[config.mk]
export PLATFORM = sky130hd
export DESIGN_NAME = iq_serial_rx
export DESIGN_NICKNAME = d
export VERILOG_FILES = /design/src/rtl/iq_rx_pkg.sv /design/src/rtl/iq_rx_bclk_gen.sv /design/src/rtl/iq_rx_frame_ctl.sv /design/src/rtl/iq_rx_sipo.sv /design/src/rtl/iq_serial_rx.sv
export SDC_FILE = /design/constraint.sdc
export NUM_CORES = 1
export LEC_CHECK = 0
export ABC_CLOCK_PERIOD_IN_PS = 1700
export BUFFER_PORTS_ARGS = -buffer_cell sky130_fd_sc_hd__buf_4
export CAP_MARGIN = 30
export CELL_PAD_IN_SITES_DETAIL_PLACEMENT = 1
export CELL_PAD_IN_SITES_GLOBAL_PLACEMENT = 2
export CORE_MARGIN = 2
export CORE_UTILIZATION = 37
export CTS_CLUSTER_SIZE = 10
export DETAILED_ROUTE_END_ITERATION = 7
export PLACE_DENSITY = 0.77
export SLEW_MARGIN = 20
export SYNTH_ARGS = -nofsm -noshare
export SYNTH_HDL_FRONTEND = slang
export SYNTH_SLANG_ARGS = --single-unit
[constraint.sdc]
create_clock -name clk -period 1.7 [get_ports clk]
set_clock_uncertainty 0.15 [all_clocks]
set_input_delay 0.085 -clock clk [delete_from_list [all_inputs] [get_ports clk]]
set_output_delay 0.085 -clock clk [all_outputs]
set_load 0.05 [all_outputs]
[src/rtl/iq_rx_pkg.sv]
package iq_rx_pkg;

    typedef enum logic {
        LINK_IDLE = 1'b0,
        LINK_RUN  = 1'b1
    } link_st_e;

endpackage

[src/rtl/iq_rx_bclk_gen.sv]
module iq_rx_bclk_gen #(
    parameter int CLK_DIV = 8
) (
    input  logic clk,
    input  logic rst_n,
    output logic bclk_o,
    output logic fall_evt_o
);
    localparam int HALF = CLK_DIV / 2;
    localparam int CW   = (HALF > 1) ? $clog2(HALF) : 1;
    localparam logic [CW-1:0] LAST = CW'(HALF - 1);

    typedef struct packed {
        logic [CW-1:0] cnt;
        logic          bclk;
    } div_s;

    div_s div_d, div_q;

    generate
        if (CLK_DIV < 2 || (CLK_DIV % 2) != 0) begin : g_bad_div
            $error("CLK_DIV must be even and at least 2");
        end
    endgenerate

    always_comb begin
        div_d = div_q;
        if (div_q.cnt == LAST) begin
            div_d.cnt  = '0;
            div_d.bclk = ~div_q.bclk;
        end else begin
            div_d.cnt = div_q.cnt + CW'(1);
        end
    end

    always_ff @(posedge clk or negedge rst_n) begin
        if (!rst_n) div_q <= '0;
        else        div_q <= div_d;
    end

    assign bclk_o     = div_q.bclk;
    assign fall_evt_o = div_q.bclk && (div_q.cnt == LAST);

    // once the clock rises it must stay high for the rest of its half period
    assert_no_early_fall_R2: assert property (@(posedge clk) disable iff (!rst_n)
        $rose(bclk_o) && (HALF > 1) |=> bclk_o);

endmodule

[src/rtl/iq_rx_frame_ctl.sv]
module iq_rx_frame_ctl
    import iq_rx_pkg::*;
#(
    parameter int WORD_W = 16
) (
    input  logic clk,
    input  logic rst_n,
    input  logic tx_en,
    input  logic fall_evt,
    output logic fsync_o,
    output logic shift_en_o,
    output logic last_bit_o
);
    localparam int SLOTS = 2 * WORD_W;
    localparam int SW    = $clog2(SLOTS + 1);
    localparam logic [SW-1:0] LAST_SLOT = SW'(SLOTS);

    typedef struct packed {
        link_st_e      st;
        logic [SW-1:0] slot;
        logic          fsync;
    } ctl_s;

    ctl_s ctl_d, ctl_q;
    logic shift_en, last_bit;

    always_comb begin
        ctl_d    = ctl_q;
        shift_en = 1'b0;
        last_bit = 1'b0;
        if (!tx_en) begin
            ctl_d.st    = LINK_IDLE;
            ctl_d.slot  = '0;
            ctl_d.fsync = 1'b0;
        end else if (fall_evt) begin
            if (ctl_q.st == LINK_IDLE) begin
                ctl_d.st    = LINK_RUN;
                ctl_d.slot  = '0;
                ctl_d.fsync = 1'b1;
            end else begin
                shift_en = (ctl_q.slot != '0);
                if (ctl_q.slot == LAST_SLOT) begin
                    last_bit    = 1'b1;
                    ctl_d.slot  = '0;
                    ctl_d.fsync = 1'b1;
                end else begin
                    ctl_d.slot  = ctl_q.slot + SW'(1);
                    ctl_d.fsync = 1'b0;
                end
            end
        end
    end

    always_ff @(posedge clk or negedge rst_n) begin
        if (!rst_n) ctl_q <= '{st: LINK_IDLE, slot: '0, fsync: 1'b0};
        else        ctl_q <= ctl_d;
    end

    assign fsync_o    = ctl_q.fsync;
    assign shift_en_o = shift_en;
    assign last_bit_o = last_bit;

    assert_idle_quiet_R3: assert property (@(posedge clk) disable iff (!rst_n)
        !tx_en |=> !fsync_o);

    assert_sync_on_fall_R4: assert property (@(posedge clk) disable iff (!rst_n)
        $rose(fsync_o) |-> $past(fall_evt));

    assert_sync_one_period_R4: assert property (@(posedge clk) disable iff (!rst_n)
        fsync_o && fall_evt |=> !fsync_o);

endmodule

[src/rtl/iq_rx_sipo.sv]
module iq_rx_sipo #(
    parameter int WORD_W = 16
) (
    input  logic              clk,
    input  logic              rst_n,
    input  logic              sdata,
    input  logic              shift_en,
    input  logic              last_bit,
    output logic [WORD_W-1:0] i_o,
    output logic [WORD_W-1:0] q_o,
    output logic              valid_o
);
    localparam int FW = 2 * WORD_W;

    typedef struct packed {
        logic [FW-1:0]     sh;
        logic [WORD_W-1:0] i;
        logic [WORD_W-1:0] q;
        logic              vld;
    } sipo_s;

    sipo_s sp_d, sp_q;
    logic [FW-1:0] shifted;

    always_comb begin
        sp_d     = sp_q;
        shifted  = {sp_q.sh[FW-2:0], sdata};
        sp_d.vld = last_bit;
        if (shift_en) sp_d.sh = shifted;
        if (last_bit) begin
            sp_d.i = shifted[FW-1:WORD_W];
            sp_d.q = shifted[WORD_W-1:0];
        end
    end

    always_ff @(posedge clk or negedge rst_n) begin
        if (!rst_n) sp_q <= '0;
        else        sp_q <= sp_d;
    end

    assign i_o     = sp_q.i;
    assign q_o     = sp_q.q;
    assign valid_o = sp_q.vld;

    assert_valid_single_R6: assert property (@(posedge clk) disable iff (!rst_n)
        valid_o |=> !valid_o);

endmodule

[src/rtl/iq_serial_rx.sv]
module iq_serial_rx #(
    parameter int CLK_DIV = 8,
    parameter int WORD_W  = 16
) (
    input  logic              clk,
    input  logic              rst_n,
    input  logic              tx_en,
    input  logic              sdata_i,
    output logic              bclk_o,
    output logic              fsync_o,
    output logic [WORD_W-1:0] i_word_o,
    output logic [WORD_W-1:0] q_word_o,
    output logic              pair_valid_o
);
    logic fall_evt, shift_en, last_bit;

    iq_rx_bclk_gen #(.CLK_DIV(CLK_DIV)) u_bclk (
        .clk       (clk),
        .rst_n     (rst_n),
        .bclk_o    (bclk_o),
        .fall_evt_o(fall_evt)
    );

    iq_rx_frame_ctl #(.WORD_W(WORD_W)) u_ctl (
        .clk       (clk),
        .rst_n     (rst_n),
        .tx_en     (tx_en),
        .fall_evt  (fall_evt),
        .fsync_o   (fsync_o),
        .shift_en_o(shift_en),
        .last_bit_o(last_bit)
    );

    iq_rx_sipo #(.WORD_W(WORD_W)) u_sipo (
        .clk     (clk),
        .rst_n   (rst_n),
        .sdata   (sdata_i),
        .shift_en(shift_en),
        .last_bit(last_bit),
        .i_o     (i_word_o),
        .q_o     (q_word_o),
        .valid_o (pair_valid_o)
    );

    assert_valid_after_fall_R5: assert property (@(posedge clk) disable iff (!rst_n)
        pair_valid_o |-> $fell(bclk_o));

    assert_back_to_back_R7: assert property (@(posedge clk) disable iff (!rst_n)
        pair_valid_o |-> fsync_o);

    assert_pair_hold_R6: assert property (@(posedge clk) disable iff (!rst_n)
        !pair_valid_o |-> $stable(i_word_o) && $stable(q_word_o));

    assert_no_valid_idle_R3: assert property (@(posedge clk) disable iff (!rst_n)
        !tx_en |=> !pair_valid_o);

endmodule

# --- Word-level counts from Yosys, hierarchy flattened ---
# Index checks and enable logic that the tools add are counted.
word_totals:
  ff_bits: 75
op_classes:
  n_reduce_logical: 2
  bitwise: 1
  n_addsub: 2
  muxes: 12
  eq_ne: 3
op_table:
  columns: ["cell", "n"]
  rows:
  - ["8-bit 2-to-1 mux", 2]
  - ["7-bit 2-to-1 mux", 2]
  - ["1-bit 2-to-1 mux", 7]
  - ["6-bit by 1-bit adder with 6-bit output, second input constant", 1]
  - ["6-bit == test, second input constant", 1]
  - ["6-bit nonzero test", 1]
  - ["2-bit by 1-bit adder with 2-bit output, second input constant", 1]
  - ["2-bit == test, second input constant", 1]
  - ["2-bit 2-to-1 mux", 1]
  - ["2-bit by 1-bit != test with 1-bit output, second input constant", 1]
  - ["1-bit logical AND", 1]
  - ["1-bit inverter", 1]

# --- Logic depth before layout (Yosys ltp) ---
# Gate-level depths: netlist (run 1).
logic_depth:
  word_depth: 5
  ltp_mapped: 6
  mapped_depth_nobuf: 5

# --- Modules after synthesis ---
# From an unflattened synthesis (run 1), not the netlist that was laid out.
unflattened:
  cells_unflattened: 187
  area_unflattened_um2: 3104.2
modules_own_cells:
  columns: ["mod", "instances", "area_each_um2", "cells_per_inst", "seq_area_each_um2"]
  rows:
  - ["iq_rx_sipo", 1, 2524.9, 134, 1601.5]
  - ["iq_rx_frame_ctl", 1, 471.7, 46, 200.2]
  - ["iq_rx_bclk_gen", 1, 107.6, 7, 75.1]

# --- Worst setup path before layout (run 1) ---
# Ideal clock, no wire load.
synth_path:
  kind: "reg-to-reg"
  from: "reg u_bclk.div_q (netlist bit u_bclk.bclk_o)"
  to: "reg u_sipo.sp_q (netlist bit u_sipo.i_o[0])"
  n_path_buf: 1
  setup_slack_ns: -0.178
  synth_period_minus_slack_ns: 1.878
  setup_time_ns: 0.125
  stages_incl_launch_ff: 5
  arrival_ns: 1.603
  t_required_ns: 1.425
  cell_sequence: "dfrtp_1 and4_1 nand3_4 buf_6 mux2_4"
synth_via:
  elab_chain_cells: 3
synth_rtl:
  columns: ["item", "line_no", "text"]
  rows:
  - ["from (decl)", "iq_rx_bclk_gen.sv:18", "div_s div_d, div_q;"]
  - ["from (signal assigned)", "iq_rx_bclk_gen.sv:38", "else div_q <= div_d;"]
  - ["1-bit logical AND", "iq_rx_bclk_gen.sv:42", "assign fall_evt_o = div_q.bclk && (div_q.cnt == LAST);"]
  - ["1-bit 2-to-1 mux", "iq_rx_frame_ctl.sv:35", "end else if (fall_evt) begin"]
  - ["1-bit 2-to-1 mux", "iq_rx_frame_ctl.sv:31", "if (!tx_en) begin"]
  - ["to (signal assigned)", "iq_rx_sipo.sv:38", "else sp_q <= sp_d;"]
  - ["to (decl)", "iq_rx_sipo.sv:22", "sipo_s sp_d, sp_q;"]
# Every way passes these cells.
# A chain may end at the register's enable or synchronous reset.

# --- Final worst setup path (run 1) ---
layout_path:
  from: "reg u_ctl.ctl_q[1] (netlist name)"
  to: "reg u_sipo.sp_q (netlist bit u_sipo.i_o[13])"
layout_via:
  elab_chain_cells: 5
layout_rtl:
  columns: ["item", "line_no", "text"]
  rows:
  - ["from (decl)", "iq_rx_frame_ctl.sv:24", "ctl_s ctl_d, ctl_q;"]
  - ["from (signal assigned)", "iq_rx_frame_ctl.sv:55", "if (!rst_n) ctl_q <= '{st: LINK_IDLE, slot: '0, fsync: 1'b0};"]
  - ["from (signal assigned)", "iq_rx_frame_ctl.sv:56", "else ctl_q <= ctl_d;"]
  - ["6-bit == test", "iq_rx_frame_ctl.sv:42", "if (ctl_q.slot == LAST_SLOT) begin"]
  - ["1-bit 2-to-1 mux", "iq_rx_frame_ctl.sv:42", null]
  - ["1-bit 2-to-1 mux", "iq_rx_frame_ctl.sv:36", "if (ctl_q.st == LINK_IDLE) begin"]
  - ["1-bit 2-to-1 mux", "iq_rx_frame_ctl.sv:35", null]
  - ["1-bit 2-to-1 mux", "iq_rx_frame_ctl.sv:31", null]
# Every way passes these cells.

==> impl_metrics.toml, run 1 <==
[outcome]
outcome = "finished with violations"
violations = "negative setup slack"

[synthesis]
syn_area_um2 = 3055
synth_warnings = 0
ys_seq_area_share_pct = 61.43
yosys.area.top_type = "dfrtp_1"
synthFlopType = "dfrtp_1"
avgSynthCellArea_um2 = 16.70
synthCells = 183
synth_area_leaders = "dfrtp_1 (61%), mux2_4 (14%), mux2_2 (13%)"
yosysMostFrequentCell = "dfrtp_1"
ys_types = 29
ys_ff_latch = 75
synth_top_cell_area_share_pct = 61.43
synth_nets = 190
synth_edf_count = 0
synth_commonest_cells = "dfrtp_1 (75), mux2_2 (35), mux2_4 (29), buf_6 (6), inv_1 (5)"
async_reset_ff_share_pct = 100.0

[clock_network]
htree_levels = 3
clk_pin_slew_worst_paths_ps = 80
clockBufferDepth = 2
cts_sinks = 75
clock-root-buffer = "clkbuf_8"
cts_tree = "done"
clk_latency_ps = 340
cts_buffers = 9

[sta]
max_freq_mhz = 538.2
rsz0062_at_grt = "yes"
relSlewSlack_pct = 62.00
worst_slack_ps = -158.1
tightest_slew_ps = 570.0
setup_violations = 64
hold_viol = 0
min_period_over_period_pct = 109.3
drv_slew = 0
min_period_ps = 1858
whs_ps = 135.2
final.setup.tns_ps = -7762

[global_routing]
antenna_found_initial = 0
grt_first_pass_wirelength_um = 9570
grtUsageTotal_pct = 14.12
grt_overflow = 0
grt_pass1_vias = 1859
grt_max_degree = 43

[die]
fp-row-count = 33
ioPinCount = 39
dieArea_um2 = 9001
start_util_pct = 37.76
die_h_um = 94.88
die_w_um = 94.88
core_um2 = 8093

[setup_path]
crit_fanout = 18
cp-end-kind = "register"
reg2reg_from = "u_ctl.ctl_q[1]"
reg2regPathDepth = 7
cp_data_arrival_time_ps = 1920
cp_slowest_stage_delay_ps = 380
r2r_end = "u_sipo.i_o[13]"
startpoint_type = "register"
cp_slowest_cell = "dfrtp_1"
r2r_slack_ps = -160
path_cells = "inv_1 -> ha_1 -> nor4b_4 -> buf_4 -> nand3_4 -> buf_12 -> mux2_4"
path_class = "reg2reg"
cp_data_required_time_ps = 1760

[final_layout]
drive_gt1_share_pct = 56.52
nFillCells = 816
seq_area_um2 = 1878
nets = 256
syn2layout_area_growth_pct = 29.69
design_area_um2 = 3963
antenna-diode-count = 0
multi_input_area_um2 = 1197

[placed_design]
place_area_um2 = 3600
numPortBuffers = 38
gp_congestion = 0.7662
hpwlAfterDp_um = 3771

[drt]
wire_per_inst_um = 16.17
first_pass_iters = 4
drc = 0
vias = 1714
drt-initial-drc-count = 39
drt-total-wl_um = 5788
vias_per_cell = 4.788
final_antenna_net_count = 0

[pwr]
power_density_nw_per_um2 = 814.3
ir_drop_mv = 0.4851
leakagePower_nw = 2.180

[run]
drv_cap = 0

[hold_path]
hp-class = "in2async"
[worst max-delay path, delay by kind of cell, from the launching register on]
kind / cells / cell delay (ps)
adders and majority gates: 1 / 140
buffers and inverters: 3 / 430
DFF: 1 / 380
muxes: 1 / 310
and+or+nand+nor: 2 / 330
[layer usage]
metal  wire length [µm]  share of wire [%]  global-route usage [%]
met1               2601                 45                   17.79
met2               2879                 50                   23.17
met3                237                4.1                   4.310
met4                 69                1.2                   4.710
met5                  0                  0                       0
[layout make-up]
cell class	instances	area share (%)
well taps	105	3.315
clock buffers	11	3.821
clock inverters	4	1.263
flip-flops and latches	75	47.39
repair buffers	62	13.51
inverters	5	0.4736
multi-input cells	96	30.22
[worst max path at each step]
stage / start / end / slack (ps) / depth (start not counted)
floorplan: u_ctl.ctl_q[1] / u_sipo.shifted[10] / -140 / 6
global placement: u_ctl.ctl_q[1] / u_sipo.i_o[2] / -80 / 7
detailed placement: u_ctl.ctl_q[2] / u_sipo.i_o[0] / -160 / 7
CTS: u_ctl.ctl_q[2] / u_sipo.i_o[13] / -180 / 7
global route: u_ctl.ctl_q[1] / u_sipo.i_o[13] / -270 / 7
finish: u_ctl.ctl_q[1] / u_sipo.i_o[13] / -160 / 7
[cells by family after synthesis]
kind of cell | count (synthesis) | share of synthesized area (%)
adders and majority gates | 3 | 1.229
buffers and inverters | 12 | 2.948
xor gates and xnor gates | 2 | 0.5734
and+or+nand+nor | 13 | 3.359
DFF | 75 | 61.43
muxes | 64 | 27.15
AOI/OAI and AO/OA | 14 | 3.317
[per-stage QoR]
step           setup WS, ps  std cells  power (mW)  utilization (%)
5_1_grt              -265.4        358       3.362            48.96
3_3_place_gp         -83.01        337       1.888            44.48
2_1_floorplan        -135.6        183       1.832                -
6_report             -158.1        358       3.227            48.96
3_5_place_dp         -157.2        337       1.890            44.48
4_1_cts              -177.1        356       3.283            48.22
[cell usage in the layout (no fill, tap or decap), types with 2 or more instances in the layout]
cell	n
buf_12	5
o21a_1	2
a22o_1	3
clkinvlp_4	2
nand3_1	2
inv_1	5
ha_1	3
nand2_1	2
buf_4	54
o21ai_0	2
mux2_2	7
dfrtp_1	74
mux2_4	57
dlygate4sd3_1	3
clkbuf_8	11
[sequential cells by signal, indices dropped and copies added (netlist names)]
register,flops
u_sipo.shifted,31
u_sipo.i_o,16
u_sipo.q_o,16
u_ctl.ctl_q,7
u_bclk.div_q,2
u_bclk.bclk_o,1
u_ctl.fsync_o,1
u_sipo.valid_o,1
[where the power goes]
part           switching, mW  internal [mW]
Sequential           0.00173           1.79
Combinational         0.0477         0.0226
Clock                  0.622          0.748
Total                  0.671           2.56
[repair_timing]
action / 4_1_cts / 5_1_grt
endpoints found under the hold margin: 43 / 0
pin swaps: 0 / 2
endpoints found under the setup margin: 64 / 67
resized for setup: 17 / 12
hold buffers: 3 / 0
setup buffers: 1 / 2
Note: power is estimated with default switching activity, not from simulation.
==> inputs of run 2 (changes only) <==
Settings changed: ABC_CLOCK_PERIOD_IN_PS 1700 to unset, RECOVER_POWER set to 100.
==> run 2 against run 1 <==
The run still ends with negative setup slack left. Sequential share of layout area is 1.8 points higher. Total power decreased by 0.18%. Non-clock buffer count stayed put. Critical path depth is the same. Sequential power hardly changed. Fmax is 0.21% higher. Die area unchanged. Hold slack improved by 160 ps. Worst setup slack better by 3.8 ps. Routed wire length up 0.16%. Clock-buffer cell count unchanged.
==> impl_metrics.toml, run 2 (same netlist as run 1, synthesis figures left out) <==
[drt]
final_antenna_net_count = 0
first_pass_iters = 4
drt-total-wl_um = 5797
wire_per_inst_um = 16.19
drt-initial-drc-count = 47
vias_per_cell = 4.810
drc = 0
vias = 1722

[placed_design]
hpwlAfterDp_um = 3771
place_area_um2 = 3600
dpl.cell_count = 337
numPortBuffers = 38
gp_congestion = 0.7662

[final_layout]
nets = 256
mostFrequentLayoutCell = "dfrtp_1"
drive_gt1_share_pct = 42.29
most-common-layout-cells = "dfrtp_1 (75), mux2_4 (57), clkbuf_1 (35)"
largest_reg_flops = 31
syn2layout_area_growth_pct = 24.73
nFillCells = 825
utilization_pct = 47.09
antenna-diode-count = 0
fin_cells = 358
design_area_um2 = 3811

[clock_network]
clockBufferDepth = 2
cts_buffers = 9
htree_levels = 3
cts_sinks = 75
clock-root-buffer = "clkbuf_8"
clk_pin_slew_worst_paths_ps = 70
clk_latency_ps = 340
cts_tree = "done"

[sta]
hold_viol = 0
worst_slack_ps = -154.3
relSlewSlack_pct = 27.85
rsz0062_at_grt = "yes"
final.setup.tns_ps = -7523
whs_ps = 298.0
min_period_ps = 1854
setup_violations = 64
drv_slew = 0
min_period_over_period_pct = 109.1
max_freq_mhz = 539.3
tightest_slew_ps = 1082

[run]
drv_cap = 0

[outcome]
violations = "negative setup slack"
outcome = "finished with violations"

[die]
die_h_um = 94.88
die_w_um = 94.88
fp-row-count = 33
dieArea_um2 = 9001
core_um2 = 8093
ioPinCount = 39
start_util_pct = 37.76

[setup_path]
crit_fanout = 18
startpoint_type = "register"
cp_data_required_time_ps = 1760
path_class = "reg2reg"
cp_data_arrival_time_ps = 1920
cp-end-kind = "register"

[hold_path]
hp-class = "reg2reg"

[global_routing]
grt_first_pass_wirelength_um = 9570
grtUsageTotal_pct = 14.12
antenna_found_initial = 0
grt_pass1_vias = 1859
grt_overflow = 0
grt_max_degree = 43

[pwr]
leakagePower_nw = 2.025
power_density_nw_per_um2 = 845.1
ir_drop_mv = 0.4883
-- run 2: worst max-delay path, stage by stage, from the launching register on --
cell	delay, ps
dfrtp_1	380
inv_1	60
ha_1	140
nor4b_4	220
buf_4	170
nand3_4	100
buf_12	200
mux2_4	310
-- run 2: per-layer routing --
layer	up-vias	part of all wire, %	GRT usage, %
li1	775	-	-
met1	902	45	17.79
met2	37	49	23.17
met3	8	4.3	4.310
met4	0	1.3	4.710
met5	-	0	0
-- run 2: repair_timing --
action	4_1_cts	5_1_grt
setup endpoints to repair	64	67
hold endpoints to repair	43	0
pin swaps	0	2
buffers inserted	1	2
hold buffers	3	0
gates resized for setup	17	12
-- run 2: metrics by stage --
step / worst slack, ps / total power, mW
after floorplan: -135.6 / 1.832
after global placement: -83.01 / 1.888
after detailed placement: -157.2 / 1.890
after CTS: -177.1 / 3.283
after global routing: -265.4 / 3.355
final: -154.3 / 3.221
-- run 2: report_power, final --
| group | switching (mW) | leakage (nW) | internal [mW] |
|---|---|---|---|
| Clock | 0.623 | 0.0974 | 0.748 |
| Combinational | 0.0472 | 0.886 | 0.0165 |
| Sequential | 0.00178 | 1.04 | 1.79 |
| Total | 0.672 | 2.03 | 2.55 |
-- run 2: worst paths after layout --
| path | start | to | slack, ps | cells past startpoint |
|---|---|---|---|---|
| max reg2reg | u_ctl.ctl_q[1] | u_sipo.i_o[13] | -150 | 7 |
| min reg2reg | u_bclk.div_q[1] | u_bclk.div_q[1] | 300 | 1 |
| min in group asynchronous | rst_n | u_sipo.i_o[8] | 330 | 2 |
| max | u_ctl.ctl_q[1] | u_sipo.i_o[13] | -150 | 7 |
| min | u_bclk.div_q[1] | u_bclk.div_q[1] | 300 | 1 |
| max in group asynchronous | rst_n | u_sipo.i_o[4] | 280 | 3 |
-- run 2: layout make-up --
cell class	count	area [µm²]	share of cell area, %
Sequential cell	75	1877	49.24
Multi-Input combinational cell	96	1197	31.42
Timing Repair Buffer	62	385.4	10.11
Clock buffer	11	151.4	3.972
Tap cell	105	131.4	3.447
Clock inverter	4	50.05	1.313
Inverter	5	18.77	0.4924
==> inputs of run 3 (changes only) <==
Settings changed: TNS_END_PERCENT set to 20.
==> run 3 against run 2 <==
The run still ends with negative setup slack left. Via count down 0.58%. Hold slack about the same. Critical path depth unchanged. Register-to-register slack about the same. Sequential cell count unchanged. Clock power about the same. First-iteration DRC count down 8.5%. Global-route usage unchanged. Cell area down 0.59%. Clock-buffer cell count unchanged. Sequential power about the same.
==> impl_metrics.toml, run 3 (same netlist as run 1, synthesis figures left out) <==
[drt]
vias = 1712
vias_per_cell = 4.809
final_antenna_net_count = 0
drc = 0
first_pass_iters = 4
drt-total-wl_um = 5750
drt-initial-drc-count = 43
wire_per_inst_um = 16.15

[final_layout]
fin_cells = 356
nFillCells = 829
seq_area_um2 = 1877
most-common-layout-cells = "dfrtp_1 (75), mux2_4 (56), clkbuf_1 (35)"
nets = 254
syn2layout_area_growth_pct = 24.00
antenna-diode-count = 0
multi_input_area_um2 = 1190
largest_reg_flops = 31
design_area_um2 = 3789
drive_gt1_share_pct = 41.43
utilization_pct = 46.82
mostFrequentLayoutCell = "dfrtp_1"

[clock_network]
clk_latency_ps = 340
clock-root-buffer = "clkbuf_8"
clockBufferDepth = 2
cts_tree = "done"
cts_buffers = 9
htree_levels = 3
cts_sinks = 75
clk_pin_slew_worst_paths_ps = 70

[placed_design]
dpl.cell_count = 337
place_area_um2 = 3600
gp_congestion = 0.7662
hpwlAfterDp_um = 3771
numPortBuffers = 38

[outcome]
violations = "negative setup slack"
outcome = "finished with violations"

[setup_path]
cp_slowest_cell = "dfrtp_1"
path_class = "reg2reg"
cp_slowest_stage_delay_ps = 390
startpoint_type = "register"
crit_fanout = 18
cp_data_arrival_time_ps = 1910
cp-end-kind = "register"
cp_data_required_time_ps = 1760
crit_family = "buffers and inverters"
path_cells = "inv_1 -> ha_1 -> nor4b_4 -> buf_4 -> nand3_4 -> buf_12 -> mux2_4"
reg2regPathDepth = 7
cp_num_cells = 7
cp_num_buf_inv = 3

[die]
fp-row-count = 33
start_util_pct = 37.76
die_w_um = 94.88
core_um2 = 8093
ioPinCount = 39
dieArea_um2 = 9001
die_h_um = 94.88

[sta]
worst_slack_ps = -146.2
relSlewSlack_pct = 28.23
tightest_slew_ps = 1076
min_period_over_period_pct = 108.6
rsz0062_at_grt = "yes"
final.setup.tns_ps = -7149
whs_ps = 298.0
hold_viol = 0
min_period_ps = 1846
drv_slew = 0
max_freq_mhz = 541.6
setup_violations = 65

[pwr]
leakagePower_nw = 2.014
ir_drop_mv = 0.4881
power_density_nw_per_um2 = 849.6

[global_routing]
grt_first_pass_wirelength_um = 9570
antenna_found_initial = 0
grt_pass1_vias = 1859
grtUsageTotal_pct = 14.12
grt_overflow = 0
grt_max_degree = 43

[hold_path]
hp-class = "reg2reg"
min_path_cells = 1

[run]
drv_cap = 0
-- run 3: cell count changes in the layout (fill, tap and decap cells not counted) --
cell / previous run / this run
a21oi_2: 1 / 0
a21oi_1: 1 / 2
mux2_2: 7 / 8
buf_4: 15 / 13
mux2_4: 57 / 56
-- run 3: cell type report --
cell class                 count  share of cell area [%]
tap                          105                   3.468
sequential                    75                   49.54
inverter                       5                  0.4954
timing repair buffer          60                   9.775
multi-input combinational     96                   31.41
clock inverter                 4                   1.321
clock buffer                  11                   3.996
-- run 3: worst paths after layout --
kind	slack (ps)	startpoint	end
worst max register to register	-150	u_ctl.ctl_q[2]	u_sipo.i_o[13]
worst min-delay path	300	u_bclk.div_q[1]	u_bclk.div_q[1]
worst min register to register	300	u_bclk.div_q[1]	u_bclk.div_q[1]
min in group asynchronous	330	rst_n	u_sipo.i_o[8]
worst max-delay path	-150	u_ctl.ctl_q[2]	u_sipo.i_o[13]
max in group asynchronous	290	rst_n	u_sipo.i_o[4]
-- run 3: power by group --
group	internal [mW]	leakage (nW)	total [mW]	switching, mW
registers	1.79	1.04	1.79	0.00178
logic	0.0164	0.874	0.0634	0.0470
clock network	0.748	0.0974	1.37	0.621
total	2.55	2.01	3.22	0.670
-- run 3: per-layer routing --
metal	wire [µm]	vias up	track usage, %	share of wire [%]
met2	2832	37	23.17	49
met3	254	6	4.310	4.4
met4	69	0	4.710	1.2
li1	-	772	-	-
met1	2594	897	17.79	45
met5	0	-	0	0
-- run 3: through the flow --
stage,worst slack (ps),total power [mW]
after detailed placement,-157.2,1.890
after global routing,-262.9,3.355
after CTS,-177.1,3.283
after global placement,-83.01,1.888
final,-146.2,3.219
after floorplan,-135.6,1.832
-- run 3: repair_timing --
item,in CTS,in global routing
gates resized for setup,17,10
endpoints found under the hold margin,43,0
pin swaps,0,0
endpoints found under the setup margin,64,67
setup buffers,1,0
hold buffers,3,0
